`src/rtl/lcs_pkg.sv`:
```
package lcs_pkg;
  typedef struct packed {
    logic lead;
    logic trail;
  } edgeStrobe_t;
endpackage

```
`src/rtl/lcs_sync_ctrl.sv`:
```
module lcs_sync_ctrl
  import lcs_pkg::*;
#(
  parameter int SYNC_STAGES = 2,
  parameter int LINE_CNT_W  = 12
) (
  input  logic        clk,
  input  logic        rstN,
  input  logic        hsyncIn,
  input  logic        polOverride,
  input  logic        polUser,
  output edgeStrobe_t strobe,
  output logic        polDetected
);
  localparam logic [LINE_CNT_W-1:0] CNT_MAX = '1;

  logic [SYNC_STAGES-1:0] syncPipe;
  logic syncLvl, syncLvlQ, riseC, fallC, polHighEff;
  logic [LINE_CNT_W-1:0] highCnt, lowCnt;
  logic autoPol, lastCand, lineCand;

  // metastability chain
  always_ff @(posedge clk or negedge rstN) begin
    if (!rstN) syncPipe <= '0;
    else       syncPipe <= {syncPipe[SYNC_STAGES-2:0], hsyncIn};
  end

  assign syncLvl = syncPipe[SYNC_STAGES-1];
  assign riseC   = syncLvl & ~syncLvlQ;
  assign fallC   = ~syncLvl & syncLvlQ;

  assign polHighEff = polOverride ? polUser : autoPol;
  assign lineCand   = (highCnt < lowCnt);

  // registered edge strobes, one cycle after the level changes
  always_ff @(posedge clk or negedge rstN) begin
    if (!rstN) begin
      syncLvlQ     <= 1'b0;
      strobe.lead  <= 1'b0;
      strobe.trail <= 1'b0;
    end else begin
      syncLvlQ     <= syncLvl;
      strobe.lead  <= polHighEff ? riseC : fallC;
      strobe.trail <= polHighEff ? fallC : riseC;
    end
  end

  // level-time measurement per line, line boundary = synchronized rise
  always_ff @(posedge clk or negedge rstN) begin
    if (!rstN) begin
      highCnt  <= '0;
      lowCnt   <= '0;
      autoPol  <= 1'b1;
      lastCand <= 1'b1;
    end else if (riseC) begin
      if (lineCand == lastCand) autoPol <= lineCand;
      lastCand <= lineCand;
      highCnt  <= {{(LINE_CNT_W-1){1'b0}}, 1'b1};
      lowCnt   <= '0;
    end else if (syncLvl) begin
      if (highCnt != CNT_MAX) highCnt <= highCnt + 1'b1;
    end else begin
      if (lowCnt != CNT_MAX) lowCnt <= lowCnt + 1'b1;
    end
  end

  assign polDetected = autoPol;
endmodule

```
`src/rtl/lcs_pulse_dp.sv`:
```
module lcs_pulse_dp
  import lcs_pkg::*;
#(
  parameter int CFG_W = 8
) (
  input  logic             clk,
  input  logic             rstN,
  input  edgeStrobe_t      strobe,
  input  logic [CFG_W-1:0] clampPlace,
  input  logic [CFG_W-1:0] clampDur,
  input  logic [CFG_W-1:0] syncWidth,
  input  logic             clampExtSel,
  input  logic             extClampIn,
  output logic             clampOut,
  output logic             syncOut
);
  localparam logic [CFG_W-1:0] ONE = {{(CFG_W-1){1'b0}}, 1'b1};

  logic [CFG_W-1:0] placeQ, durQ, syncLeft, waitCnt, runCnt, placeEff;
  logic selQ, waiting, clampInt;

  assign placeEff = (placeQ == '0) ? ONE : placeQ;

  // regenerated sync width counter
  always_ff @(posedge clk or negedge rstN) begin
    if (!rstN) begin
      syncOut  <= 1'b0;
      syncLeft <= '0;
    end else if (strobe.lead) begin
      syncOut  <= (syncWidth != '0);
      syncLeft <= syncWidth - ONE;
    end else if (syncOut) begin
      if (syncLeft == '0) syncOut <= 1'b0;
      else                syncLeft <= syncLeft - ONE;
    end
  end

  // configuration capture and clamp window
  always_ff @(posedge clk or negedge rstN) begin
    if (!rstN) begin
      placeQ   <= '0;
      durQ     <= '0;
      selQ     <= 1'b0;
      waiting  <= 1'b0;
      waitCnt  <= '0;
      clampInt <= 1'b0;
      runCnt   <= '0;
    end else if (strobe.lead) begin
      placeQ   <= clampPlace;
      durQ     <= clampDur;
      selQ     <= clampExtSel;
      waiting  <= 1'b0;
      clampInt <= 1'b0;
    end else if (strobe.trail) begin
      waiting  <= (durQ != '0);
      waitCnt  <= placeEff - ONE;
      clampInt <= 1'b0;
    end else if (waiting) begin
      if (waitCnt == '0) begin
        waiting  <= 1'b0;
        clampInt <= 1'b1;
        runCnt   <= durQ - ONE;
      end else begin
        waitCnt <= waitCnt - ONE;
      end
    end else if (clampInt) begin
      if (runCnt == '0) clampInt <= 1'b0;
      else              runCnt <= runCnt - ONE;
    end
  end

  assign clampOut = selQ ? extClampIn : clampInt;
endmodule

```
`src/rtl/line_clamp_sync.sv`:
```
module line_clamp_sync
  import lcs_pkg::*;
#(
  parameter int CFG_W       = 8,
  parameter int SYNC_STAGES = 2,
  parameter int LINE_CNT_W  = 12
) (
  input  logic             clk,
  input  logic             rstN,
  input  logic             hsyncIn,
  input  logic             extClampIn,
  input  logic [CFG_W-1:0] clampPlace,
  input  logic [CFG_W-1:0] clampDur,
  input  logic [CFG_W-1:0] syncWidth,
  input  logic             clampExtSel,
  input  logic             polOverride,
  input  logic             polUser,
  output logic             clampOut,
  output logic             syncOut,
  output logic             polDetected
);
  edgeStrobe_t strobe;
  logic leadStb, trailStb;

  assign leadStb  = strobe.lead;
  assign trailStb = strobe.trail;

  lcs_sync_ctrl #(.SYNC_STAGES(SYNC_STAGES), .LINE_CNT_W(LINE_CNT_W)) ctrl (
    .clk(clk), .rstN(rstN), .hsyncIn(hsyncIn),
    .polOverride(polOverride), .polUser(polUser),
    .strobe(strobe), .polDetected(polDetected)
  );

  lcs_pulse_dp #(.CFG_W(CFG_W)) dp (
    .clk(clk), .rstN(rstN), .strobe(strobe),
    .clampPlace(clampPlace), .clampDur(clampDur), .syncWidth(syncWidth),
    .clampExtSel(clampExtSel), .extClampIn(extClampIn),
    .clampOut(clampOut), .syncOut(syncOut)
  );
endmodule

```
`config.mk`:
```
export PLATFORM = sky130hd
export DESIGN_NAME = line_clamp_sync
export DESIGN_NICKNAME = d
export VERILOG_FILES = /design/src/rtl/lcs_pkg.sv /design/src/rtl/lcs_sync_ctrl.sv /design/src/rtl/lcs_pulse_dp.sv /design/src/rtl/line_clamp_sync.sv
export SDC_FILE = /design/constraint.sdc
export NUM_CORES = 1
export LEC_CHECK = 0
export BUFFER_PORTS_ARGS = -buffer_cell sky130_fd_sc_hd__buf_2
export CAP_MARGIN = 10
export CORE_MARGIN = 5
export CORE_UTILIZATION = 36
export CTS_CLUSTER_SIZE = 25
export DETAILED_ROUTE_END_ITERATION = 7
export PLACE_DENSITY = 0.49
export SLEW_MARGIN = 0
export SYNTH_ARGS = -nofsm -noshare
export SYNTH_HDL_FRONTEND = slang
export SYNTH_SLANG_ARGS = --single-unit
```
`constraint.sdc`:
```
create_clock -name clk -period 3.3 [get_ports clk]
set_input_delay 0.33 -clock clk [delete_from_list [all_inputs] [get_ports clk]]
set_output_delay 0.33 -clock clk [all_outputs]
set_load 0.1 [all_outputs]
```
# After elaboration in Yosys (flattened, before gate mapping)
# Cells that the tools add are included.
dict set report op_classes {
  n_addsub 8
  n_mul 0
  n_div 0
  n_lt_le_gt_ge 1
  eq_ne 9
  n_shift 0
  mux 34
  n_bitwise 6
  reduce_logical 18
}
# cell count
set op_table {}
lappend op_table {{$mux W8} 11}
lappend op_table {{$mux W12} 6}
lappend op_table {{$sub A8 B1 Y8 const B} 6}
lappend op_table {{$logic_not A8 Y1} 4}
lappend op_table {{$add A12 B1 Y12 const B} 2}
lappend op_table {{$ne A12 B12 Y1 const B} 2}
lappend op_table {{$mux W1} 17}
lappend op_table {{$reduce_bool A8 Y1} 2}
lappend op_table {{$lt A12 B12 Y1} 1}
lappend op_table {{$reduce_bool A2 Y1} 6}
lappend op_table {{$ne A2 B2 Y1 const B} 4}
lappend op_table {{$reduce_and A2 Y1} 4}
lappend op_table {{$reduce_and A5 Y1} 1}
lappend op_table {{$ne A4 B4 Y1 const B} 1}
lappend op_table {{$not A1 Y1} 4}
lappend op_table {{$reduce_and A3 Y1} 1}
lappend op_table {{$and A1 B1 Y1} 2}
lappend op_table {{$ne A2 B1 Y1 const B} 1}
lappend op_table {{$eq A1 B1 Y1} 1}
dict set report word_totals {
  reg_bits 75
  latch_bits 0
  ramBits 0
  romBits 0
  in_bits 31
  out_inout_bits 3
  wordCells 93
  memories 0
}

# Depth between registers and ports, before layout
dict set report depth {
  ltp_word 6
  ltp_mapped 10
  ltp_nobuf 8
}

# Cells and area by module
# From an unflattened synthesis, not the netlist that was laid out.
dict set report unflattened {
  hier_cells 470
  area_unflattened_um2 4608.2
}
# module n_inst cells_each area_per_inst_um2 seq_area_each_um2
set modules_own_cells {}
lappend modules_own_cells {lcs_pulse_dp 1 275 2773.9 1101.1}
lappend modules_own_cells {lcs_sync_ctrl 1 195 1834.3 778.2}

# Worst setup path after synthesis
# No wires, ideal clock.
dict set report synth_path {
  path_kind {reg2reg}
  start {reg ctrl.strobe[1] (netlist name)}
  end {reg dp.syncLeft[6]}
  arrival_time_ns 2.376
  setup_slack_ns 0.784
  path_stages_with_launch 11
  path_cell_list {dfrtp_1 > clkbuf_1 > clkbuf_1 > buf_2 > buf_1 > mux2i_1 > ha_1 > o221ai_1 > nor2_1 > xnor2_1 > mux2i_1}
}
dict set report synth_between {
  elab_chain_cells 2
  word_cells_on_any_way 4
}
# item line_no
set synth_rtl {}
lappend synth_rtl {{$ne A2 B2 Y1 (no source line) or $reduce_bool A2 Y1 (tied branches)} --}
lappend synth_rtl {{$reduce_and A2 Y1 (no source line)} --}
lappend synth_rtl {{end signal: assignment} lcs_pulse_dp.sv:31} ;# syncLeft <= syncWidth - ONE;
lappend synth_rtl {{end signal: assignment} lcs_pulse_dp.sv:34} ;# else syncLeft <= syncLeft - ONE;
lappend synth_rtl {{end: declaration} lcs_pulse_dp.sv:19} ;# logic [CFG_W-1:0] placeQ, durQ, syncLeft, waitCnt, runCnt, placeEff;
# Several ways; a longest one is shown, not always the timed one.
# A chain may end at the register's enable or synchronous reset.

# Worst setup path after layout
dict set report layout_path {
  start {reg dp.placeQ[2]}
  end {reg dp.waitCnt[6]}
}
dict set report layout_between {
  elab_chain_cells 4
}
# item line_no
set layout_rtl {}
lappend layout_rtl {{start: declaration} lcs_pulse_dp.sv:19}
lappend layout_rtl {{start signal: assignment} lcs_pulse_dp.sv:49} ;# placeQ <= clampPlace;
lappend layout_rtl {{$logic_not A8 Y1} lcs_pulse_dp.sv:22} ;# assign placeEff = (placeQ == '0) ? ONE : placeQ;
lappend layout_rtl {{$mux W8 *} lcs_pulse_dp.sv:22}
lappend layout_rtl {{$sub A8 B1 Y8 *} lcs_pulse_dp.sv:56} ;# waitCnt <= placeEff - ONE;
lappend layout_rtl {{$mux W8 *} lcs_pulse_dp.sv:54} ;# end else if (strobe.trail) begin
lappend layout_rtl {{end signal: assignment} lcs_pulse_dp.sv:56}
lappend layout_rtl {{end signal: assignment} lcs_pulse_dp.sv:64} ;# waitCnt <= waitCnt - ONE;
lappend layout_rtl {{end: declaration} lcs_pulse_dp.sv:19}
# Mark *: on every way between the ends. The rest lies on a longest branch, timed or not.

==> flow_metrics.env <==
export IMPL_outcome="completed"
export IMPL_slew_viol_final=0
export IMPL_grt_pass1_vias=3388
export IMPL_clock_skew_ps=5.834
export IMPL_core_area_mm2=0.01211
export IMPL_critical_path_arrival_ps=2720
export IMPL_ys_flop_type="dfrtp_1"
export IMPL_grt_pass1_wl_mm=16.88
export IMPL_tightest_slew_ps=961.2
export IMPL_setup_violations=0
export IMPL_gp_congestion=0.8216
export IMPL_min_period_over_period=0.7551
export IMPL_clock_power_share=0.278
export IMPL_worst_path_max_delay_cell="or3b_1"
export IMPL_p_leak_nw=2.117
export IMPL_multi_input_area_mm2=0.002452
export IMPL_ys_ff_latch=75
export IMPL_htreeDepth=3
export IMPL_cts_tree="done"
export IMPL_drtAntennaViolNets=0
export IMPL_internal_power_mw=2.267
export IMPL_cts_hold_buf=0
export IMPL_yosys_warnings=0
export IMPL_rrSetupSlack_ps=810
export IMPL_num_rows=40
export IMPL_syn_area_mm2=0.004467
export IMPL_fmax_mhz=401.3
export IMPL_viasPerCell=5.302
export IMPL_clk_pin_slew_ps=60
export IMPL_yosysUniqueCellTypes=67
export IMPL_fp_dieW_um=121.4
export IMPL_hp_class="in -> reg"
export IMPL_combPwrFrac=0.307
export IMPL_drc=0
export IMPL_seqPwrFrac=0.415
export IMPL_critPathKind="reg -> reg"
export IMPL_gr_total_overflow=0
export IMPL_avgSynthCellArea_um2=9.796
export IMPL_final_hold_viol_count=0
export IMPL_antenna_found_initial=0
export IMPL_cts_sinks=75
export IMPL_slowest_delay_ps=420
export IMPL_port_buffers=33
export IMPL_fin_hold_ws_ps=103.6
export IMPL_seq_area_frac_synth=0.4207
export IMPL_synth_nets=503
export IMPL_final_area_mm2=0.005125
export IMPL_layout_min_cycle_time_ps=2492
export IMPL_dr_pass1_iters=4
export IMPL_swShare=0.3569
export IMPL_diodes=0
export IMPL_peakVddDrop_v=0.0002674
export IMPL_async_flop_share=1.000
export IMPL_dpl_hpwl_mm=7.262
export IMPL_initial_utilization=0.3688
export IMPL_final_nets=537
export IMPL_die_area_mm2=0.01474
export IMPL_crit_path_max_fanout=6
export IMPL_num_fill_cells=1205
export IMPL_drtIter0Drc=287
export IMPL_powerDensity_mw_per_mm2=687.8
export IMPL_cts_buffers_inserted=9
export IMPL_postPlaceCellArea_mm2=0.004830
export IMPL_die_h_um=121.4
export IMPL_cp_start_kind="flop"
export IMPL_synth_edff_count=0
export IMPL_synthCells=456
export IMPL_syn2layout_area_growth_pct=14.73
export IMPL_required_ps=3520
export IMPL_slew_headroom=0.3592
export IMPL_setup_tns_final_ps=0
export IMPL_seqCellArea_mm2=0.001879
export IMPL_cts_setup_buffers=0
export IMPL_drive_gt1_frac=0.1859
export IMPL_cts_root_buffer_cell="clkbuf_16"
export IMPL_switchingPower_mw=1.258
export IMPL_wirelength_mm=9.926
export IMPL_finalPower_mw=3.525
export IMPL_cp_cell_sequence="or3b_1 > nor4_2 > a221oi_1 > ha_1 > o211ai_1 > xor2_1 > a21oi_1 > o22a_1"
export IMPL_grt_max_degree=76
export IMPL_clk_latency_ps=330
export IMPL_dr_total_vias=3515
export IMPL_cap_violations=0
export IMPL_crit_path_end_kind="flop"
export IMPL_ctsResizeCount=0
export IMPL_ios=34
export IMPL_avgRoutedWirePerCell_um=14.97
export IMPL_cts_path_max_buffers=2
export IMPL_grtUsageTotal=0.1416
export IMPL_rsz0062_at_grt="no"
==> sequential cells by signal, indices dropped and copies added, names as in the netlist <==
name / cells
ctrl.syncPipe: 2
ctrl.syncLvlQ: 1
dp.clampInt: 1
dp.syncLeft: 8
ctrl.lowCnt: 12
dp.syncOut: 1
dp.selQ: 1
dp.runCnt: 8
ctrl.highCnt: 12
ctrl.strobe: 2
dp.durQ: 8
dp.waiting: 1
ctrl.lastCand: 1
dp.waitCnt: 8
dp.placeQ: 8
ctrl.polDetected: 1
==> routing by layer <==
| metal | routed length (µm) | up-vias | GRT usage |
|---|---|---|---|
| li1 | - | 1746 | - |
| met1 | 4783 | 1706 | 0.1862 |
| met2 | 4688 | 49 | 0.2301 |
| met3 | 312 | 14 | 0.03357 |
| met4 | 141 | 0 | 0.04482 |
| met5 | 0 | - | 0 |
==> layout make-up <==
cell class	instances	share of cell area
multi-input combinational	346	0.4785
clock buffer	10	0.04468
tap	168	0.04102
timing repair buffer	40	0.04297
inverter	18	0.01318
clock inverter	6	0.01294
sequential	75	0.3667
==> power by group through the flow <==
| stage | Combinational [mW] | Sequential (mW) | Clock [mW] |
|---|---|---|---|
| final | 1.08 | 1.46 | 0.981 |
| after global routing | 1.22 | 1.51 | 1.06 |
| after CTS | 1.09 | 1.46 | 1.02 |
| after detailed placement | 1.09 | 1.48 | 0 |
| after global placement | 1.08 | 1.47 | 0 |
| after floorplan | 0.857 | 1.42 | 0 |
==> kinds of logic (layout without fill, tap and decap cells) <==
| logic type | after synthesis | count (layout) | synth area share |
|---|---|---|---|
| multiplexers | 40 | 40 | 0.09580 |
| AND/OR/NAND/NOR | 175 | 175 | 0.2233 |
| XOR/XNOR | 27 | 27 | 0.05294 |
| flip-flops | 75 | 75 | 0.4207 |
| AO/OA/AOI/OAI | 88 | 88 | 0.1322 |
| buffers and inverters | 35 | 74 | 0.03025 |
| adder cells (fa/ha/maj) | 16 | 16 | 0.04482 |
==> worst max-delay path, delay by kind of cell (launching register included) <==
kind | cells | cell delay (ps)
AO/OA/AOI/OAI | 4 | 670
XOR/XNOR | 1 | 180
adder cells (fa/ha/maj) | 1 | 310
flip-flops | 1 | 410
AND/OR/NAND/NOR | 2 | 810
==> synth_stat cells (12+ instances only) <==
library cell	n	area (µm²)
a21oi_1	15	75.07
clkbuf_1	12	45.04
dfrtp_1	73	1827
ha_1	16	200.2
inv_1	18	67.56
mux2_2	22	247.7
mux2i_1	18	180.2
nand2_1	29	108.9
nand3_1	20	100.1
nor2_1	34	127.6
nor3_1	18	90.09
o21ai_0	26	130.1
xnor2_1	19	166.4
==> worst paths after layout <==
path / from / to / cells past startpoint
hold reg to reg: ctrl.syncPipe[0] / ctrl.syncPipe[1] / 0
setup / recovery: dp.placeQ[2] / dp.waitCnt[6] / 8
max in group asynchronous: rstN / dp.syncLeft[5] / 1
hold / removal: hsyncIn / ctrl.syncPipe[0] / 1
setup reg to reg: dp.placeQ[2] / dp.waitCnt[6] / 8
min in group asynchronous: rstN / dp.runCnt[2] / 1
==> placed cells by master, fill, tap and decap left out, types with 5 or more instances in the layout <==
cell type	n
dfrtp_1	73
nor2_1	34
buf_2	32
nand2_1	29
o21ai_0	26
mux2_2	22
nand3_1	20
xnor2_1	19
inv_1	18
mux2i_1	18
nor3_1	18
ha_1	16
a21oi_1	15
clkbuf_16	9
nand2b_1	8
nand4_1	8
nor3b_1	8
xor2_1	8
buf_4	8
and4_1	7
and2_1	5
or3_1	5
==> metrics by stage <==
stage | util | instances | setup WS, ps
finish | 0.4231 | 663 | 808.3
global route | 0.4231 | 663 | 636.6
CTS | 0.4231 | 663 | 813.9
detailed placement | 0.3988 | 647 | 848.8
global placement | 0.3988 | 647 | 899.5
floorplan | - | 456 | 784.0
Note: power is estimated with default switching activity, not from simulation.
